## config.mk

```make
export PLATFORM = sky130hd
export DESIGN_NAME = thr_irq_prio_ctx
export DESIGN_NICKNAME = d
export VERILOG_FILES = /design/src/rtl/thr_prio_pkg.sv /design/src/rtl/thr_prio_enc.sv /design/src/rtl/thr_pend_buf.sv /design/src/rtl/thr_cppr_reg.sv /design/src/rtl/thr_irq_prio_ctx.sv
export SDC_FILE = /design/constraint.sdc
export NUM_CORES = 1
export LEC_CHECK = 0
export CORE_UTILIZATION = 44
export CTS_CLUSTER_DIAMETER = 150
export DETAILED_ROUTE_END_ITERATION = 8
export PLACE_DENSITY = 0.88
export SETUP_SLACK_MARGIN = 0.15
export SKIP_LAST_GASP = 1
export SYNTH_ARGS = -nofsm -noshare
export SYNTH_HDL_FRONTEND = slang
export SYNTH_SLANG_ARGS = --single-unit
```

## constraint.sdc

```tcl
create_clock -name clk -period 5.32 [get_ports clk]
set_input_delay 1.064 -clock clk [delete_from_list [all_inputs] [get_ports clk]]
set_output_delay 1.064 -clock clk [all_outputs]
set_load 0.02 [all_outputs]
```

## src/rtl/thr_prio_pkg.sv

```systemverilog
package thr_prio_pkg;
   localparam int unsigned PRIO_W = 8;
   typedef logic [PRIO_W-1:0] prio_t;
   localparam prio_t PRIO_NONE = '1;
endpackage

```

## src/rtl/thr_prio_enc.sv

```systemverilog
module thr_prio_enc
   import thr_prio_pkg::*;
#(
   parameter int unsigned NUM_PRIO = 8
) (
   input  logic [NUM_PRIO-1:0] buf_i,
   output prio_t               prio_o
);
   // Bit (NUM_PRIO-1-p) holds priority p; the lowest p found wins.
   always_comb begin
      prio_o = PRIO_NONE;
      for (int i = NUM_PRIO-1; i >= 0; i--) begin
         if (buf_i[NUM_PRIO-1-i]) prio_o = PRIO_W'(i);
      end
   end
endmodule

```

## src/rtl/thr_pend_buf.sv

```systemverilog
module thr_pend_buf
   import thr_prio_pkg::*;
#(
   parameter int unsigned NUM_PRIO = 8
) (
   input  logic                clk,
   input  logic                rst_n,
   input  logic                set_vld,
   input  prio_t               set_prio,
   input  logic                clr_vld,
   input  prio_t               clr_prio,
   output logic [NUM_PRIO-1:0] buf_q
);
   for (genvar b = 0; b < NUM_PRIO; b++) begin : g_bit
      localparam prio_t BIT_PRIO = PRIO_W'(NUM_PRIO-1-b);
      logic set_hit, clr_hit;
      assign set_hit = set_vld && (set_prio == BIT_PRIO);
      assign clr_hit = clr_vld && (clr_prio == BIT_PRIO);
      always_ff @(posedge clk) begin
         if (!rst_n) buf_q[b] <= 1'b0;
         else        buf_q[b] <= set_hit | (buf_q[b] & ~clr_hit);
      end
   end
endmodule

```

## src/rtl/thr_cppr_reg.sv

```systemverilog
module thr_cppr_reg
   import thr_prio_pkg::*;
(
   input  logic  clk,
   input  logic  rst_n,
   input  logic  ack_vld,
   input  prio_t ack_prio,
   input  logic  wr_vld,
   input  prio_t wr_data,
   output prio_t cppr_q
);
   always_ff @(posedge clk) begin
      if (!rst_n)       cppr_q <= '0;
      else if (ack_vld) cppr_q <= ack_prio;
      else if (wr_vld)  cppr_q <= wr_data;
   end
endmodule

```

## src/rtl/thr_irq_prio_ctx.sv

```systemverilog
module thr_irq_prio_ctx
   import thr_prio_pkg::*;
#(
   parameter int unsigned NUM_PRIO = 8
) (
   input  logic                clk,
   input  logic                rst_n,
   input  logic                evt_valid,
   input  logic [7:0]          evt_prio,
   input  logic                cppr_wr,
   input  logic [7:0]          cppr_wdata,
   input  logic                ack_req,
   output logic [7:0]          ack_prio,
   output logic [NUM_PRIO-1:0] pend_buf,
   output logic [7:0]          pend_prio,
   output logic [7:0]          cppr,
   output logic                exc_o
);
   if (NUM_PRIO < 1 || NUM_PRIO > (2**PRIO_W) - 1) begin : g_bad_num_prio
      $error("NUM_PRIO must leave the all-ones code free");
   end
   if (PRIO_W != 8) begin : g_bad_width
      $error("port widths assume 8-bit priorities");
   end

   logic ack_fire;

   thr_pend_buf #(.NUM_PRIO(NUM_PRIO)) u_buf (
      .clk      (clk),
      .rst_n    (rst_n),
      .set_vld  (evt_valid),
      .set_prio (evt_prio),
      .clr_vld  (ack_fire),
      .clr_prio (pend_prio),
      .buf_q    (pend_buf)
   );

   thr_prio_enc #(.NUM_PRIO(NUM_PRIO)) u_enc (
      .buf_i  (pend_buf),
      .prio_o (pend_prio)
   );

   thr_cppr_reg u_cppr (
      .clk      (clk),
      .rst_n    (rst_n),
      .ack_vld  (ack_fire),
      .ack_prio (pend_prio),
      .wr_vld   (cppr_wr),
      .wr_data  (cppr_wdata),
      .cppr_q   (cppr)
   );

   assign exc_o    = (pend_prio < cppr);
   assign ack_fire = ack_req && exc_o;
   assign ack_prio = ack_fire ? pend_prio : PRIO_NONE;
endmodule

```

==> results.sh, run 1 <==
export IMPL_wl_met2_um=1760
export IMPL_cp_arrival_ns=3.79
export IMPL_placed_cells=217
export IMPL_die_w_um=53.3
export IMPL_drive_gt1_frac=0.0471
export IMPL_drtIter0Drc=28
export IMPL_post_cts_buffers=0
export IMPL_syn_inst=146
export IMPL_port_buffers=53
export IMPL_end_kind="primary output"
export IMPL_antenna_cells=0
export IMPL_cts_tree="built"
export IMPL_postPlaceCellArea_sq_um=1640
export IMPL_routedWlPerCell_um=15.5
export IMPL_fin_hold_ws_ns=0.586
export IMPL_num_rows=18
export IMPL_leakagePower_uw=0.000610
export IMPL_ys_seq_elements=16
export IMPL_finalInstanceArea_sq_um=1690
export IMPL_cts_root_buf="clkbuf_4"
export IMPL_cp_slowest_cell="clkdlybuf4s50_1"
export IMPL_synth_warnings=0
export IMPL_die_h_um=53.3
export IMPL_post_route_period_util=0.912
export IMPL_worstPathMaxFanout=10
export IMPL_setup_violations=0
export IMPL_synth_edf_count=0
export IMPL_start_kind="flip-flop"
export IMPL_syn_nets=174
export IMPL_ys_seq_area_frac=0.276
export IMPL_drc=0
export IMPL_cap_viol_max_count=0
export IMPL_cp_depth=10
export IMPL_ys_types=38
export IMPL_synth_top_cells_by_count="o21ai_0, dfxtp_1, inv_1, nor2_1"
export IMPL_fin_cells=221
export IMPL_async_flop_share=0
export IMPL_synth_most_common_cell="o21ai_0"
export IMPL_clock_sinks=16
export IMPL_vias=1257
export IMPL_holdBufCountCts=0
export IMPL_grt_pass1_vias=1299
export IMPL_antenna_found_initial=0
export IMPL_crit_buf_inv=2
export IMPL_synth_top_flop_cell="dfxtp_1"
export IMPL_cellPowerDensity_nw_per_um2=176
export IMPL_rsz0062_at_grt="no"
export IMPL_die_area_sq_um=2840
export IMPL_ys_top_cells_by_area="dfxtp_1, ha_1, o21ai_0"
export IMPL_drv_slew=0
export IMPL_r2r_setup_slack_ns=2.14
export IMPL_cp_top_family="simple AND/OR/NAND/NOR gates"
export IMPL_ant_nets=0
export IMPL_first_pass_iters=4
export IMPL_fin_skew_ns=0.00498
export IMPL_grt_usage=0.268
export IMPL_wl_met3_um=188
export IMPL_period_needed_ns=4.85
export IMPL_grt_start_max_net_pins=15
export IMPL_slew_headroom=0.594
export IMPL_yosysTopAreaCellShare=0.276
export IMPL_finalWirelength_um=3420
export IMPL_hold_viol_final=0
export IMPL_fin_tns_setup_ns=0
export IMPL_cp_slowest_stage_delay_ns=0.60
export IMPL_irDropWorstVdd_v=0.000117
export IMPL_numCtsBuffers=3
export IMPL_avgSynthCellArea_sq_um=7.94
export IMPL_htreeDepth=1
export IMPL_hold_depth=2
export IMPL_tightest_slew_ns=0.609
export IMPL_status="finished clean"
export IMPL_clk_latency_ns=0.29
export IMPL_place_gp_congestion=0.865
export IMPL_viasPerCell=5.69
export IMPL_grt_overflow_total=0
export IMPL_start_util=0.468
export IMPL_met1Wirelength_um=1410
export IMPL_synth_area_sq_um=1160
export IMPL_syn_to_final_growth_pct=45.7
export IMPL_required_ns=4.26
export IMPL_io_pins=54
export IMPL_crit_path_cell_trace="nor4_4 -> nand2_2 -> inv_1 -> ha_1 -> a211oi_2 -> nor2_1 -> or3b_1 -> a21oi_1 -> nand2_1 -> clkdlybuf4s50_1"
export IMPL_fmax_ghz=0.206
export IMPL_critical_path_class="reg2out"
export IMPL_dpl_hpwl_um=2660
export IMPL_nFillCells=231
export IMPL_min_path_type="reg2reg"
export IMPL_grt_first_pass_wirelength_um=5540
export IMPL_core_area_sq_um=2480
export IMPL_clk_path_buf_depth=2
export IMPL_r2r_cells=9
export IMPL_top_layer_used="met4"
export IMPL_clk_pin_slew_ns=0.10
export IMPL_yosysTopAreaCell="dfxtp_1"
export IMPL_num_nets_final=220
[power by group]
part / internal [uW] / switching (uW)
Clock: 41.7 / 42.0
Sequential: 126 / 4.01
Combinational: 42.1 / 41.3
[layer usage]
| metal | up-vias | global-route usage |
|---|---|---|
| met4 | 0 | 0.110 |
| met5 | - | 0 |
| met3 | 7 | 0.0575 |
| met2 | 44 | 0.529 |
| met1 | 592 | 0.261 |
| li1 | 614 | - |
[what timing repair did]
| item | CTS | global route |
|---|---|---|
| resized for setup | 0 | 1 |
| endpoints found under the setup margin | 0 | 6 |
| hold endpoints to repair | 0 | 0 |
[path summary, 6_finish.rpt]
path / endpoint / from
max: ack_prio[7] / u_buf.buf_q[4]
min: u_cppr.cppr_q[2] / u_cppr.cppr_q[2]
max reg2reg: u_cppr.cppr_q[4] / u_buf.buf_q[4]
min reg2reg: u_cppr.cppr_q[2] / u_cppr.cppr_q[2]
[cells in the final DEF (no fill, tap or decap), types with 6 or more instances in the layout]
master / n
clkdlybuf4s50_1: 53
o21ai_0: 17
dfxtp_1: 16
inv_1: 14
nor2_1: 14
a21oi_1: 8
nand2_1: 8
ha_1: 7
a211oi_1: 6
nor3_1: 6
[sequential cells by signal, summed over array words and instances, names as in the netlist]
register       count
u_buf.buf_q        8
u_cppr.cppr_q      8
[area by class of cell]
| type | count | area (sq um) | area share |
|---|---|---|---|
| clock buffer | 4 | 36.3 | 0.0215 |
| multi-input combinational | 104 | 711 | 0.421 |
| timing repair buffer | 53 | 531 | 0.314 |
| tap | 30 | 37.5 | 0.0222 |
| inverter | 14 | 52.6 | 0.0311 |
| sequential | 16 | 320 | 0.190 |
[worst register-to-register path, delay by kind of cell, from the launching register on]
family                     cells  cell delay (ns)
and+or+nand+nor                4             1.21
DFF                            1             0.42
AOI/OAI and AO/OA              3             0.91
buffers and inverters          1             0.27
adders and majority gates      1             0.31
[per-stage QoR]
stage / utilization / total power [uW] / worst slack [ns]
floorplan: - / 177 / 0.881
global placement: 0.663 / 212 / 0.749
detailed placement: 0.663 / 215 / 0.657
CTS: 0.678 / 299 / 0.339
global route: 0.681 / 312 / 0.234
finish: 0.681 / 297 / 0.468
[kinds of logic after synthesis]
kind of cell,Yosys count,share of synthesized area
compound gates,47,0.291
flops,16,0.276
buf+inv,26,0.118
simple gates,47,0.214
fa+ha+maj,7,0.0756
mux,3,0.0259
Note: power is estimated with default switching activity, not from simulation.
==> inputs of run 2 (changes only) <==
CORE_ASPECT_RATIO = 0.75   (was default)
SKIP_LAST_GASP = default   (was 1)
==> run 2 against run 1 <==
Register-to-register slack worse by 0.14 ns. Maximum frequency is 1.6% lower. Final cell count is 1.4% higher. Utilization is 2.3 points higher. Largest power group unchanged. Highest routed layer unchanged.
==> results.sh, run 2 (same netlist as run 1, synthesis figures left out) <==
export IMPL_syn_to_final_growth_pct=44.9
export IMPL_internal_power_uw=194
export IMPL_status="finished clean"
export IMPL_irDropWorstVdd_v=0.000178
export IMPL_post_route_period_util=0.927
export IMPL_p_seq_frac=0.466
export IMPL_drc=0
export IMPL_die_area_sq_um=2840
export IMPL_r2r_cells=9
export IMPL_tightest_slew_ns=0.609
export IMPL_hold_depth=2
export IMPL_cp_top_family="simple AND/OR/NAND/NOR gates"
export IMPL_htreeDepth=1
export IMPL_worstPathMaxFanout=10
export IMPL_antenna_cells=0
export IMPL_clk_latency_ns=0.29
export IMPL_period_needed_ns=4.93
export IMPL_cp_arrival_ns=3.87
export IMPL_end_kind="primary output"
export IMPL_leakagePower_uw=0.000602
export IMPL_critical_path_class="reg2out"
export IMPL_grt_first_pass_wirelength_um=5290
export IMPL_dpl_hpwl_um=2690
export IMPL_die_w_um=61.3
export IMPL_pwr_share_comb=0.301
export IMPL_finalWirelength_um=3430
export IMPL_num_rows=15
export IMPL_core_area_sq_um=2380
export IMPL_cp_slowest_cell="clkdlybuf4s50_1"
export IMPL_fin_ws_ns=0.387
export IMPL_post_cts_resized=0
export IMPL_fmax_ghz=0.203
export IMPL_ant_nets=0
export IMPL_min_path_type="reg2reg"
export IMPL_drtIter0Drc=70
export IMPL_finish_utilization=0.704
export IMPL_clk_path_buf_depth=2
export IMPL_dpl_worst_slack_ns=0.659
export IMPL_num_nets_final=220
export IMPL_power_frac_clock=0.234
export IMPL_setup_violations=0
export IMPL_first_pass_iters=4
export IMPL_grt_start_max_net_pins=15
export IMPL_p_sw_uw=84.2
export IMPL_crit_path_cell_trace="nor4_1 -> nand2_2 -> inv_1 -> ha_1 -> a211oi_2 -> nor2_1 -> or3b_1 -> a21oi_1 -> nand2_1 -> clkdlybuf4s50_1"
export IMPL_grt_usage=0.259
export IMPL_numCtsBuffers=3
export IMPL_cp_slowest_stage_delay_ns=0.58
export IMPL_start_kind="flip-flop"
export IMPL_cap_viol_max_count=0
export IMPL_hold_viol_final=0
export IMPL_drive_gt1_frac=0.0421
export IMPL_layout_common_cells="clkdlybuf4s50_1, o21ai_0, dfxtp_1"
export IMPL_post_cts_buffers=0
export IMPL_holdBufCountCts=0
export IMPL_crit_buf_inv=2
export IMPL_cellPowerDensity_nw_per_um2=166
export IMPL_routedWlPerCell_um=15.3
export IMPL_grt_overflow_total=0
export IMPL_cts_root_buf="clkbuf_4"
export IMPL_viasPerCell=5.63
export IMPL_grt_pass1_vias=1157
export IMPL_start_util=0.486
export IMPL_antenna_found_initial=0
export IMPL_vias=1261
export IMPL_slew_headroom=0.594
export IMPL_required_ns=4.26
export IMPL_p_sw_frac=0.303
export IMPL_cp_depth=10
export IMPL_io_pins=54
export IMPL_port_buffers=53
export IMPL_clock_sinks=16
export IMPL_die_h_um=46.4
export IMPL_place_gp_congestion=0.814
export IMPL_cts_tree="built"
export IMPL_fin_skew_ns=0.0158
export IMPL_fin_tns_setup_ns=0
export IMPL_reg_top3="u_buf.buf_q x8, u_cppr.cppr_q x8"
export IMPL_rsz0062_at_grt="no"
export IMPL_clk_pin_slew_ns=0.10
export IMPL_final_common_cell="clkdlybuf4s50_1"
export IMPL_drv_slew=0
[run 2: cell types whose count changed in the layout (fill, tap and decap cells not counted), sizes merged]
cell    change
clkbuf      -1
[run 2: routing by layer]
metal / vias to the layer above / track usage / part of all wire
li1: 613 / - / -
met1: 581 / 0.333 / 0.44
met2: 61 / 0.409 / 0.47
met3: 6 / 0.0815 / 0.083
met4: 0 / 0.0955 / 0.014
met5: - / 0 / 0
[run 2: final cells by class]
class	instances	area, sq um
Multi-Input combinational cell	104	711
Fill cell	194	704
Timing Repair Buffer	53	531
Sequential cell	16	320
Inverter	14	52.6
Tap cell	34	42.5
Clock buffer	3	22.5
[run 2: path summary, 6_finish.rpt]
check              startpoint          endpoint  slack (ns)
max reg2reg    u_buf.buf_q[3]  u_cppr.cppr_q[7]        2.00
min          u_cppr.cppr_q[2]  u_cppr.cppr_q[2]        0.60
max            u_buf.buf_q[3]       ack_prio[6]        0.39
min reg2reg  u_cppr.cppr_q[2]  u_cppr.cppr_q[2]        0.60
[run 2: power by group through the flow]
stage,Combinational (uW),Sequential [uW],Clock [uW]
final,83.6,130,65.0
after floorplan,37.5,139,0
after detailed placement,82.4,132,0
after CTS,82.9,130,65.6
after global routing,90.3,130,72.5
after global placement,79.7,132,0
[run 2: tightest hold or removal path: cells and delay by family, from the launching register on]
kind | cells | cell delay, ns
DFF | 1 | 0.34
muxes | 1 | 0.14
AOI/OAI and AO/OA | 1 | 0.08
[run 2: metrics by stage]
step / cell area (sq um) / std cells / power [uW] / hold slack (ns)
floorplan: 1160 / 146 / 177 / 0.614
finish: 1680 / 224 / 278 / 0.602
global placement: 1650 / 221 / 212 / 0.566
CTS: 1670 / 224 / 278 / 0.602
global route: 1680 / 224 / 293 / 0.655
detailed placement: 1650 / 221 / 215 / 0.579
